<file path="src/rtl/uart_rf_pkg.sv">
package uart_rf_pkg;

  localparam int RF_BYTE = 8;
  localparam int RF_AW   = 3;
  localparam int RF_NLOC = 1 << RF_AW;

  // offsets whose position the decode depends on
  localparam logic [RF_AW-1:0] OFS_DATA  = 3'd0;
  localparam logic [RF_AW-1:0] OFS_IEN   = 3'd1;
  localparam logic [RF_AW-1:0] OFS_FIFO  = 3'd2;
  localparam logic [RF_AW-1:0] OFS_LINE  = 3'd3;
  localparam logic [RF_AW-1:0] OFS_MODEM = 3'd4;
  localparam logic [RF_AW-1:0] OFS_LSTAT = 3'd5;
  localparam logic [RF_AW-1:0] OFS_MSTAT = 3'd6;
  localparam logic [RF_AW-1:0] OFS_SCR   = 3'd7;

  localparam int BANK_BIT    = 7;
  localparam int OVERRUN_BIT = 1;

  localparam logic [RF_BYTE-1:0] RST_IEN   = 8'h03;
  localparam logic [RF_BYTE-1:0] RST_FIFO  = 8'hC0;
  localparam logic [RF_BYTE-1:0] RST_LINE  = 8'h03;
  localparam logic [RF_BYTE-1:0] RST_MODEM = 8'h00;
  localparam logic [RF_BYTE-1:0] RST_LSTAT = 8'h60;
  localparam logic [RF_BYTE-1:0] RST_MSTAT = 8'h00;
  localparam logic [RF_BYTE-1:0] RST_SCR   = 8'h00;
  localparam logic [RF_BYTE-1:0] RST_DIVLO = 8'h01;
  localparam logic [RF_BYTE-1:0] RST_DIVHI = 8'h00;

  typedef struct packed {
    logic push;
    logic pop;
    logic data_rd;
    logic div_lo_wr;
    logic div_hi_wr;
    logic ien_wr;
    logic fifo_wr;
    logic line_wr;
    logic modem_wr;
    logic lstat_wr;
    logic lstat_rd;
    logic mstat_wr;
    logic scr_wr;
    logic rd_take;
  } rf_sel_t;

  // FIFO-control byte after a write: kept whole when enabled, else only bit 0 drops
  function automatic logic [RF_BYTE-1:0] fifo_after_write(
      input logic [RF_BYTE-1:0] cur, input logic [RF_BYTE-1:0] wv);
    return wv[0] ? wv : {cur[RF_BYTE-1:1], 1'b0};
  endfunction

  // flush pair {rx, tx} requested by a FIFO-control byte
  function automatic logic [1:0] flush_request(input logic [RF_BYTE-1:0] wv);
    return wv[0] ? {wv[1], wv[2]} : 2'b11;
  endfunction

  // line status: read clears overrun, a write replaces, overrun event sets last
  function automatic logic [RF_BYTE-1:0] lstat_next(
      input logic [RF_BYTE-1:0] cur, input logic wr, input logic [RF_BYTE-1:0] wv,
      input logic rd, input logic ovr);
    logic [RF_BYTE-1:0] v;
    v = cur;
    if (rd) v[OVERRUN_BIT] = 1'b0;
    if (wr) v = wv;
    if (ovr) v[OVERRUN_BIT] = 1'b1;
    return v;
  endfunction

endpackage

</file>
<file path="src/rtl/uart_rf_decode.sv">
module uart_rf_decode
  import uart_rf_pkg::*;
#(
  parameter int AW = RF_AW
) (
  input  logic [AW-1:0] addr,
  input  logic          wr,
  input  logic          rd,
  input  logic          bank,
  input  logic          rx_empty,
  output rf_sel_t       sel
);
  localparam int NLOC = 1 << AW;

  logic [NLOC-1:0] hit;
  logic            acc_wr;
  logic            acc_rd;

  for (genvar g = 0; g < NLOC; g++) begin : g_hit
    assign hit[g] = (addr == AW'(g));
  end

  assign acc_wr = wr;
  assign acc_rd = rd & ~wr;

  always_comb begin
    sel           = '0;
    sel.rd_take   = acc_rd;
    sel.push      = acc_wr & hit[OFS_DATA] & ~bank;
    sel.div_lo_wr = acc_wr & hit[OFS_DATA] & bank;
    sel.div_hi_wr = acc_wr & hit[OFS_IEN] & bank;
    sel.ien_wr    = acc_wr & hit[OFS_IEN] & ~bank;
    sel.fifo_wr   = acc_wr & hit[OFS_FIFO];
    sel.line_wr   = acc_wr & hit[OFS_LINE];
    sel.modem_wr  = acc_wr & hit[OFS_MODEM];
    sel.lstat_wr  = acc_wr & hit[OFS_LSTAT];
    sel.mstat_wr  = acc_wr & hit[OFS_MSTAT];
    sel.scr_wr    = acc_wr & hit[OFS_SCR];
    sel.data_rd   = acc_rd & hit[OFS_DATA] & ~bank;
    sel.pop       = acc_rd & hit[OFS_DATA] & ~bank & ~rx_empty;
    sel.lstat_rd  = acc_rd & hit[OFS_LSTAT];
  end
endmodule

</file>
<file path="src/rtl/uart_rf_bank.sv">
module uart_rf_bank
  import uart_rf_pkg::*;
#(
  parameter int DW = RF_BYTE
) (
  input  logic          clk,
  input  logic          rst_n,
  input  rf_sel_t       sel,
  input  logic [DW-1:0] wdata,
  input  logic          ovr,
  output logic [DW-1:0] ien_q,
  output logic [DW-1:0] fifo_q,
  output logic [DW-1:0] line_q,
  output logic [DW-1:0] modem_q,
  output logic [DW-1:0] lstat_q,
  output logic [DW-1:0] mstat_q,
  output logic [DW-1:0] scr_q,
  output logic [DW-1:0] divlo_q,
  output logic [DW-1:0] divhi_q
);
  always_ff @(posedge clk or negedge rst_n) begin
    if (!rst_n) begin
      ien_q   <= RST_IEN;
      fifo_q  <= RST_FIFO;
      line_q  <= RST_LINE;
      modem_q <= RST_MODEM;
      lstat_q <= RST_LSTAT;
      mstat_q <= RST_MSTAT;
      scr_q   <= RST_SCR;
      divlo_q <= RST_DIVLO;
      divhi_q <= RST_DIVHI;
    end else begin
      if (sel.ien_wr)    ien_q   <= wdata;
      if (sel.fifo_wr)   fifo_q  <= fifo_after_write(fifo_q, wdata);
      if (sel.line_wr)   line_q  <= wdata;
      if (sel.modem_wr)  modem_q <= wdata;
      if (sel.mstat_wr)  mstat_q <= wdata;
      if (sel.scr_wr)    scr_q   <= wdata;
      if (sel.div_lo_wr) divlo_q <= wdata;
      if (sel.div_hi_wr) divhi_q <= wdata;
      lstat_q <= lstat_next(lstat_q, sel.lstat_wr, wdata, sel.lstat_rd, ovr);
    end
  end
endmodule

</file>
<file path="src/rtl/uart_rf_rdmux.sv">
module uart_rf_rdmux
  import uart_rf_pkg::*;
#(
  parameter int DW = RF_BYTE,
  parameter int AW = RF_AW
) (
  input  logic          clk,
  input  logic          rst_n,
  input  rf_sel_t       sel,
  input  logic [AW-1:0] addr,
  input  logic          bank,
  input  logic [DW-1:0] rx_head,
  input  logic [DW-1:0] ien_q,
  input  logic [DW-1:0] fifo_q,
  input  logic [DW-1:0] line_q,
  input  logic [DW-1:0] modem_q,
  input  logic [DW-1:0] lstat_q,
  input  logic [DW-1:0] mstat_q,
  input  logic [DW-1:0] scr_q,
  input  logic [DW-1:0] divlo_q,
  input  logic [DW-1:0] divhi_q,
  output logic [DW-1:0] rdata
);
  logic [DW-1:0] pick;

  always_comb begin
    unique case (addr)
      OFS_DATA:  pick = bank ? divlo_q : (sel.pop ? rx_head : '0);
      OFS_IEN:   pick = bank ? divhi_q : ien_q;
      OFS_FIFO:  pick = fifo_q;
      OFS_LINE:  pick = line_q;
      OFS_MODEM: pick = modem_q;
      OFS_LSTAT: pick = lstat_q;
      OFS_MSTAT: pick = mstat_q;
      default:   pick = scr_q;
    endcase
  end

  always_ff @(posedge clk or negedge rst_n) begin
    if (!rst_n)           rdata <= '0;
    else if (sel.rd_take) rdata <= pick;
  end
endmodule

</file>
<file path="src/rtl/uart_regfile.sv">
module uart_regfile
  import uart_rf_pkg::*;
(
  input  logic         clk,
  input  logic         rst_n,
  input  logic [2:0]   bus_addr,
  input  logic         bus_wr,
  input  logic         bus_rd,
  input  logic [7:0]   bus_wdata,
  output logic [7:0]   bus_rdata,
  input  logic [7:0]   rx_head,
  input  logic         rx_empty,
  input  logic         rx_overrun,
  output logic         rx_pop,
  output logic         rx_flush,
  output logic [7:0]   tx_byte,
  output logic         tx_push,
  output logic         tx_flush,
  output logic [15:0]  div_value,
  output logic [7:0]   line_ctrl,
  output logic [7:0]   modem_ctrl,
  output logic [7:0]   int_enable,
  output logic [7:0]   fifo_ctrl
);
  rf_sel_t            sel;
  logic [RF_BYTE-1:0] ien_q, fifo_q, line_q, modem_q, lstat_q, mstat_q, scr_q;
  logic [RF_BYTE-1:0] divlo_q, divhi_q;
  logic               bank;
  logic [1:0]         flush_pair;

  assign bank = line_q[BANK_BIT];

  uart_rf_decode #(.AW(RF_AW)) u_dec (
    .addr(bus_addr), .wr(bus_wr), .rd(bus_rd), .bank(bank),
    .rx_empty(rx_empty), .sel(sel)
  );

  uart_rf_bank #(.DW(RF_BYTE)) u_bank (
    .clk(clk), .rst_n(rst_n), .sel(sel), .wdata(bus_wdata), .ovr(rx_overrun),
    .ien_q(ien_q), .fifo_q(fifo_q), .line_q(line_q), .modem_q(modem_q),
    .lstat_q(lstat_q), .mstat_q(mstat_q), .scr_q(scr_q),
    .divlo_q(divlo_q), .divhi_q(divhi_q)
  );

  uart_rf_rdmux #(.DW(RF_BYTE), .AW(RF_AW)) u_rd (
    .clk(clk), .rst_n(rst_n), .sel(sel), .addr(bus_addr), .bank(bank),
    .rx_head(rx_head), .ien_q(ien_q), .fifo_q(fifo_q), .line_q(line_q),
    .modem_q(modem_q), .lstat_q(lstat_q), .mstat_q(mstat_q), .scr_q(scr_q),
    .divlo_q(divlo_q), .divhi_q(divhi_q), .rdata(bus_rdata)
  );

  assign flush_pair = flush_request(bus_wdata);
  assign rx_flush   = sel.fifo_wr & flush_pair[1];
  assign tx_flush   = sel.fifo_wr & flush_pair[0];
  assign rx_pop     = sel.pop;
  assign tx_push    = sel.push;
  assign tx_byte    = bus_wdata;
  assign div_value  = {divhi_q, divlo_q};
  assign line_ctrl  = line_q;
  assign modem_ctrl = modem_q;
  assign int_enable = ien_q;
  assign fifo_ctrl  = fifo_q;
endmodule

</file>
<file path="config.mk">
export PLATFORM = sky130hd
export DESIGN_NAME = uart_regfile
export DESIGN_NICKNAME = d
export VERILOG_FILES = /design/src/rtl/uart_rf_pkg.sv /design/src/rtl/uart_rf_decode.sv /design/src/rtl/uart_rf_bank.sv /design/src/rtl/uart_rf_rdmux.sv /design/src/rtl/uart_regfile.sv
export SDC_FILE = /design/constraint.sdc
export NUM_CORES = 1
export LEC_CHECK = 0
export BUFFER_PORTS_ARGS = -buffer_cell sky130_fd_sc_hd__buf_2
export CAP_MARGIN = 20
export CORE_MARGIN = 2
export CORE_UTILIZATION = 45
export DETAILED_ROUTE_END_ITERATION = 8
export GPL_ROUTABILITY_DRIVEN = 0
export HOLD_SLACK_MARGIN = 0.02
export PLACE_DENSITY = 0.69
export SLEW_MARGIN = 15
export SYNTH_ARGS = -nofsm -noshare
export SYNTH_HDL_FRONTEND = slang
export SYNTH_HIERARCHICAL = 1
export SYNTH_SLANG_ARGS = --single-unit
</file>
<file path="constraint.sdc">
create_clock -name clk -period 3.2 [get_ports clk]
set_input_delay 0.64 -clock clk [delete_from_list [all_inputs] [get_ports clk]]
set_output_delay 0.64 -clock clk [all_outputs]
set_load 0.005 [all_outputs]
</file>
# Word-level counts from Yosys, hierarchy flattened
# Cells that the tools add are included.
[totals]
out_inout_bits = 68
elab_cells = 53
reg_bits = 80
input_bits = 25
[classes]
eq_ne = 7
bitwise_logic = 22
n_reduce_logical = 3
n_mux = 9
[ops]
columns = ["op", "n"]
rows = [
  ["$pmux W8 S7", 1],
  ["$mux W8", 3],
  ["$and A1 B1 Y1", 19],
  ["$eq A3 B3 Y1 const B", 4],
  ["$eq A3 B2 Y1 const B", 2],
  ["$mux W2", 2],
  ["$eq A3 B1 Y1 const B", 1],
  ["$logic_not A3 Y1", 1],
  ["$mux W1", 3],
  ["$not A1 Y1", 3],
  ["$reduce_bool A3 Y1", 1],
  ["$reduce_and A2 Y1", 1],
]

# Depth between registers and ports, before layout
# Gate-level depths: netlist of the first run.
[logic_depth]
depth_word = 8
ltp_mapped = 7
ltp_nobuf = 6

# Hierarchy
# The synthesis of the first run kept the hierarchy.
[modules_own_cells]
columns = ["mod", "cells_per_inst", "area_per_inst_um2", "n_inst", "seq_area_each_um2"]
rows = [
  ["uart_rf_bank", 156, 2711.4, 1, 1813.0],
  ["uart_rf_rdmux", 129, 1007.2, 1, 200.2],
  ["uart_rf_decode", 23, 156.4, 1, 0.0],
  ["uart_regfile", 12, 82.6, 1, 0.0],
]

# Least setup slack after synthesis of the first run
# OpenSTA, ideal clock, no wires.
[synth_timing]
kind = "input-to-output"
startpoint = "input port bus_addr[0]"
endpoint = "output port rx_flush"
required_ps = 2560
setup_slack_ps = 900
arrival_ps = 1660
path_stages = 4
n_path_buf = 1
path_cell_list = "buf_2 -> or3b_1 -> nor2_1 -> a21boi_1"
[synth_lines]
columns = ["item", "line_no", "source"]
rows = [
  ["from (decl)", "uart_regfile.sv:6", "input logic [2:0] bus_addr,"],
  ["to (decl)", "uart_regfile.sv:15", "output logic rx_flush,"],
]

==> impl_metrics.csv, run 1 <==
group,metric,value,unit
cts,cts_hold_buffers,0,
drt,viasPerCell,5.60,
layout,instances_no_fill,518,
timing,setup_viol,0,
timing,fin_skew,7.64,ps
pwr,p_leak,2.16,nW
grt,track_usage,21.7,%
floorplanning,rows,34,
synthesis,avgSynthCellArea,12.4,um2
layout,multi_input_area,1710,um2
grt,grt_max_degree,81,
setup_path,worstSetupStartpointType,"input pin",
layout,seq_area,2010,um2
drt,dr.pass1.iters,4,
place,placed_cell_area,4450,um2
cts,cts_tree,"yes",
cts,clockBufferDepth,2,
setup_path,reg2regPathDepth,7,
timing,period_minus_slack,2570,ps
grt,grt_pass1_wl,16.0,mm
floorplanning,io_pins,93,
layout,finalInstanceArea,4700,um2
run_status,status,"completed",
job,drv_cap,0,
setup_path,crit_type,"input pin to output port",
cts,cts_max_level,3,
setup_path,reg2reg_slack,1190,ps
floorplanning,dieArea,9540,um2
cts,ctsResizeCount,0,
setup_path,cp_max_fo,16,
timing,grt_setup_unrepaired,"no",
layout,layout.nets,430,
timing,tightest_slew,560,ps
drt,drc,0,
drt,drtAntennaViolNets,0,
setup_path,worst_r2r_endpoint,"u_rd/rdata[7]",
drt,first_iter_violations,153,
floorplanning,die_x,97.7,um
place,port_buffers,92,
layout,nFillCells,779,
place,dp_hpwl,6.95,mm
setup_path,worst_ep_arrival_time,1930,ps
drt,dr_total_vias,2903,
timing,max_freq,390,MHz
synthesis,syn_nets,344,
cts,root_buffer,"clkbuf_8",
floorplanning,core,8590,um2
drt,wl,10.1,mm
grt,grt_pass1_vias,2833,
layout,n_antenna_cell,0,
setup_path,required,2560,ps
grt,grt_overflow_total,0,
place,dpl.cell_count,501,
pwr,powerDensity,652,nW/um2
hold_path,min_path_type,"input pin to asynchronous set/reset pin",
cts,cts_setup_buffers,0,
synthesis,syn-cell-area,3950,um2
cts,clk_latency,350,ps
floorplanning,die-height,97.7,um
cts,numCtsBuffers,9,
floorplanning,start_util,45.9,%
grt,antenna_found_initial,0,
layout,area_growth,19.1,%
timing,period_share,80.2,%
cts,clock-sinks,80,
synthesis,syn_inst,319,
cts,clk_pin_slew,80,ps
layout,drive_gt1_share,50.7,%
synthesis,ys_warn_count,6,
setup_path,r2r_start,"u_bank/line_q[7]",
timing,fin_tns_setup,0,ps
setup_path,crit_path_end_kind,"output port",
timing,slew_viol_final,0,
timing,hold_viol,0,
timing,maxSlewHeadroom,62.6,%
drt,wire_per_inst,19.6,um
pwr,ir_worst_vdd,0.229,mV
## cell usage in the layout, fill, tap and decap left out, types with 3 or more instances in the layout
cell,n
o221ai_1,6
clkbuf_8,10
a21oi_1,10
mux2i_1,11
nand2b_1,5
a221oi_1,3
o2bb2ai_1,4
nor2b_1,6
buf_4,14
mux2_2,65
o21ai_0,13
nand2_1,10
dfstp_2,9
buf_2,91
inv_1,9
a31oi_1,4
nor3_1,4
mux2_4,8
a22o_1,5
dfrtp_1,71
o22ai_1,6
nor2_1,12
## metrics by stage
step | utilization, % | setup WS (ps) | hold slack (ps) | power, W
after global routing | 54.7 | 536 | 203 | 0.00324
after global placement | 51.8 | 688 | 485 | 0.00223
after detailed placement | 51.8 | 614 | 491 | 0.00226
after floorplan | - | 910 | 344 | 0.00190
after CTS | 54.4 | 622 | 497 | 0.00309
final | 54.7 | 633 | 190 | 0.00307
## critical path, stage by stage
cell and delay (ps):
buf_2 200, or3b_1 430, nor2_1 290, a21boi_1 230, buf_2 140
## power breakdown
group | internal (W) | switching (W) | leakage [nW]
combinational | 0.000437 | 0.000343 | 1.11
sequential | 0.00129 | 0.000177 | 0.948
clock | 0.000460 | 0.000366 | 0.106
total | 0.00218 | 0.000886 | 2.16
## area by class of cell
cell class | instances | share of cell area, %
Inverter | 9 | 0.718
Tap cell | 108 | 2.87
Clock buffer | 11 | 3.01
Sequential cell | 80 | 42.8
Multi-Input combinational cell | 199 | 36.4
Clock inverter | 5 | 1.70
Timing Repair Buffer | 106 | 12.5
## worst max path at each step
stage                            from            end  slack (ps)
after floorplan           bus_addr[0]       rx_flush         910
after global placement    bus_addr[1]         rx_pop         690
after detailed placement  bus_addr[1]  u_rd/rdata[7]         610
after CTS                 bus_addr[2]       tx_flush         620
after global routing      bus_addr[1]       tx_flush         540
final                     bus_addr[2]       tx_flush         630
## routing by layer
metal	global-route usage, %	share of wire (%)	vias up
met5	0	0	-
met3	3.24	6.3	8
met4	7.69	1.1	0
met1	31.1	45	1456
met2	33.6	48	107
li1	-	-	1332
## flip-flops by register name, summed over array words and instances, names as in the netlist
name            flops
u_bank/lstat_q      8
u_bank/divhi_q      8
u_bank/modem_q      8
u_bank/line_q       8
u_bank/scr_q        8
u_bank/fifo_q       8
u_bank/divlo_q      8
u_bank/mstat_q      8
u_bank/ien_q        8
u_rd/rdata          8
(Power assumes the default switching activity.)
==> run 2, diff against run 1 <==
- ABC_AREA: not set -> 1
- PLACE_DENSITY: 0.69 -> 0.71
- clock period: 3.2 -> 2.33 ns (I/O delays scaled with it)
==> impl_metrics.csv, run 2 <==
group,metric,value,unit
run_status,status,"completed",
place,port_buffers,92,
grt,track_usage,23.7,%
setup_path,crit_type,"flop to output port",
cts,cts_tree,"yes",
synthesis,syn_inst,559,
drt,met1_length,5.25,mm
floorplanning,rows,35,
cts,root_buffer,"clkbuf_8",
floorplanning,core,9150,um2
floorplanning,die-height,101,um
setup_path,path_common_cell,"nor2_1",
cts,clk_pin_slew,80,ps
drt,viasPerCell,5.23,
synthesis,syn_nets,584,
place,post-place-ws,493,ps
timing,maxSlewHeadroom,66.7,%
floorplanning,die_x,101,um
grt,grt_overflow_total,0,
grt,grt_pass1_wl,18.2,mm
timing,period_minus_slack,2120,ps
layout,final_common_cell,"nand2_1",
floorplanning,start_util,46.1,%
drt,dr.pass1.iters,5,
cts,cts_max_level,3,
grt,antenna_found_initial,0,
timing,setup_slack,211,ps
drt,dr_total_vias,3952,
setup_path,crit_buf_inv,2,
pwr,p_seq_share,49.8,%
synthesis,ys_warn_count,6,
setup_path,cp_max_fo,14,
drt,drc,0,
drt,drtAntennaViolNets,0,
cts,cts_hold_buffers,0,
drt,met3_length,960,um
timing,hold_slack,39.9,ps
setup_path,cp_slowest_stage_delay,570,ps
cts,clock-sinks,80,
timing,hold_viol,0,
pwr,p_sw,0.00138,W
cts,clk_latency,360,ps
setup_path,worst_ep_arrival_time,1650,ps
timing,setup_viol,0,
cts,cts_setup_buffers,0,
layout,n_antenna_cell,0,
cts,clockBufferDepth,2,
timing,fin_skew,13.2,ps
timing,tightest_slew,500,ps
grt,grt_max_degree,50,
setup_path,crit_family,"flip-flops",
cts,numCtsBuffers,9,
timing,slew_viol_final,0,
pwr,total_power,0.00408,W
setup_path,path_cells,"nor2_1 -> nand3_2 -> nor2_1 -> buf_4 -> buf_2",
cts,ctsResizeCount,0,
grt,grt_pass1_vias,3596,
pwr,switching_share,33.8,%
pwr,p_int,0.00270,W
pwr,ir_worst_vdd,0.545,mV
setup_path,worstSetupStartpointType,"flop",
pwr,p_leak,2.59,nW
job,drv_cap,0,
floorplanning,io_pins,93,
drt,first_iter_violations,322,
drt,wire_per_inst,15.6,um
drt,topRoutingLayerUsed,"met4",
layout,nFillCells,903,
layout,drive_gt1_share,23.3,%
timing,period_share,91.0,%
synthesis,avgSynthCellArea,7.55,um2
timing,max_freq,472,MHz
pwr,p_comb_share,24.4,%
floorplanning,dieArea,10200,um2
place,dp_hpwl,8.24,mm
layout,layout.nets,665,
timing,fin_tns_setup,0,ps
setup_path,required,1860,ps
pwr,clkPwrFrac,25.8,%
hold_path,min_path_type,"input pin to asynchronous set/reset pin",
setup_path,slowest_stage,"dfrtp_1",
layout,final_cell_mix,"186 x nand2_1, 91 x buf_2, 71 x dfrtp_1",
drt,wl,11.8,mm
pwr,powerDensity,835,nW/um2
setup_path,crit_path_end_kind,"output port",
timing,grt_setup_unrepaired,"no",
drt,wl_met2,5.36,mm
layout,area_growth,15.8,%
synthesis,syn-cell-area,4220,um2
-- run 2: stage by stage --
stage	cells	cell area (um2)	utilization, %
3_5_place_dp	740	4680	51.1
2_1_floorplan	559	4220	-
5_1_grt	756	4880	53.4
3_3_place_gp	740	4680	51.1
6_report	756	4880	53.4
4_1_cts	756	4880	53.4
-- run 2: worst reg2reg max path, stage by stage (launching register included) --
cell and delay (ps):
dfrtp_1 570, nor2_1 260, nand3_2 90, nor2_1 90, buf_4 170, nand3_1 80
a21oi_1 180, nor2_1 90, nand2_1 70, nand2_1 50, nand2_1 60
-- run 2: final timing paths --
| check | end | startpoint | slack, ps | cells past startpoint |
|---|---|---|---|---|
| worst max register to register | u_rd/rdata[4] | u_bank/line_q[7] | 550 | 10 |
| max in group asynchronous | u_bank/fifo_q[6] | rst_n | 1630 | 2 |
| worst max-delay path | rx_pop | u_bank/line_q[7] | 210 | 5 |
| min in group clk | u_bank/lstat_q[1] | rx_overrun | 290 | 3 |
| worst min register to register | u_bank/lstat_q[5] | u_bank/lstat_q[5] | 470 | 2 |
| worst min-delay path | u_bank/divlo_q[6] | rst_n | 40 | 1 |
-- run 2: power groups by stage --
| stage | clock network (W) | registers (W) | logic (W) |
|---|---|---|---|
| 2_1_floorplan | 0 | 0.00202 | 0.000525 |
| 3_3_place_gp | 0 | 0.00205 | 0.000962 |
| 3_5_place_dp | 0 | 0.00206 | 0.000991 |
| 4_1_cts | 0.00108 | 0.00203 | 0.000994 |
| 5_1_grt | 0.00113 | 0.00208 | 0.00113 |
| 6_report | 0.00105 | 0.00203 | 0.000995 |
-- run 2: area by class of cell --
class | instances | area [um2] | area share (%)
Sequential cell | 80 | 2010 | 41.2
Multi-Input combinational cell | 366 | 1650 | 33.7
Tap cell | 111 | 139 | 2.84
Timing Repair Buffer | 108 | 596 | 12.2
Clock buffer | 10 | 138 | 2.82
Inverter | 75 | 285 | 5.84
Clock inverter | 6 | 67.6 | 1.38
-- run 2: metal layers --
metal,vias up,global-route usage (%)
li1,1902,-
met1,1853,33.7
met2,176,36.7
met3,21,5.20
met4,0,6.53
met5,-,0
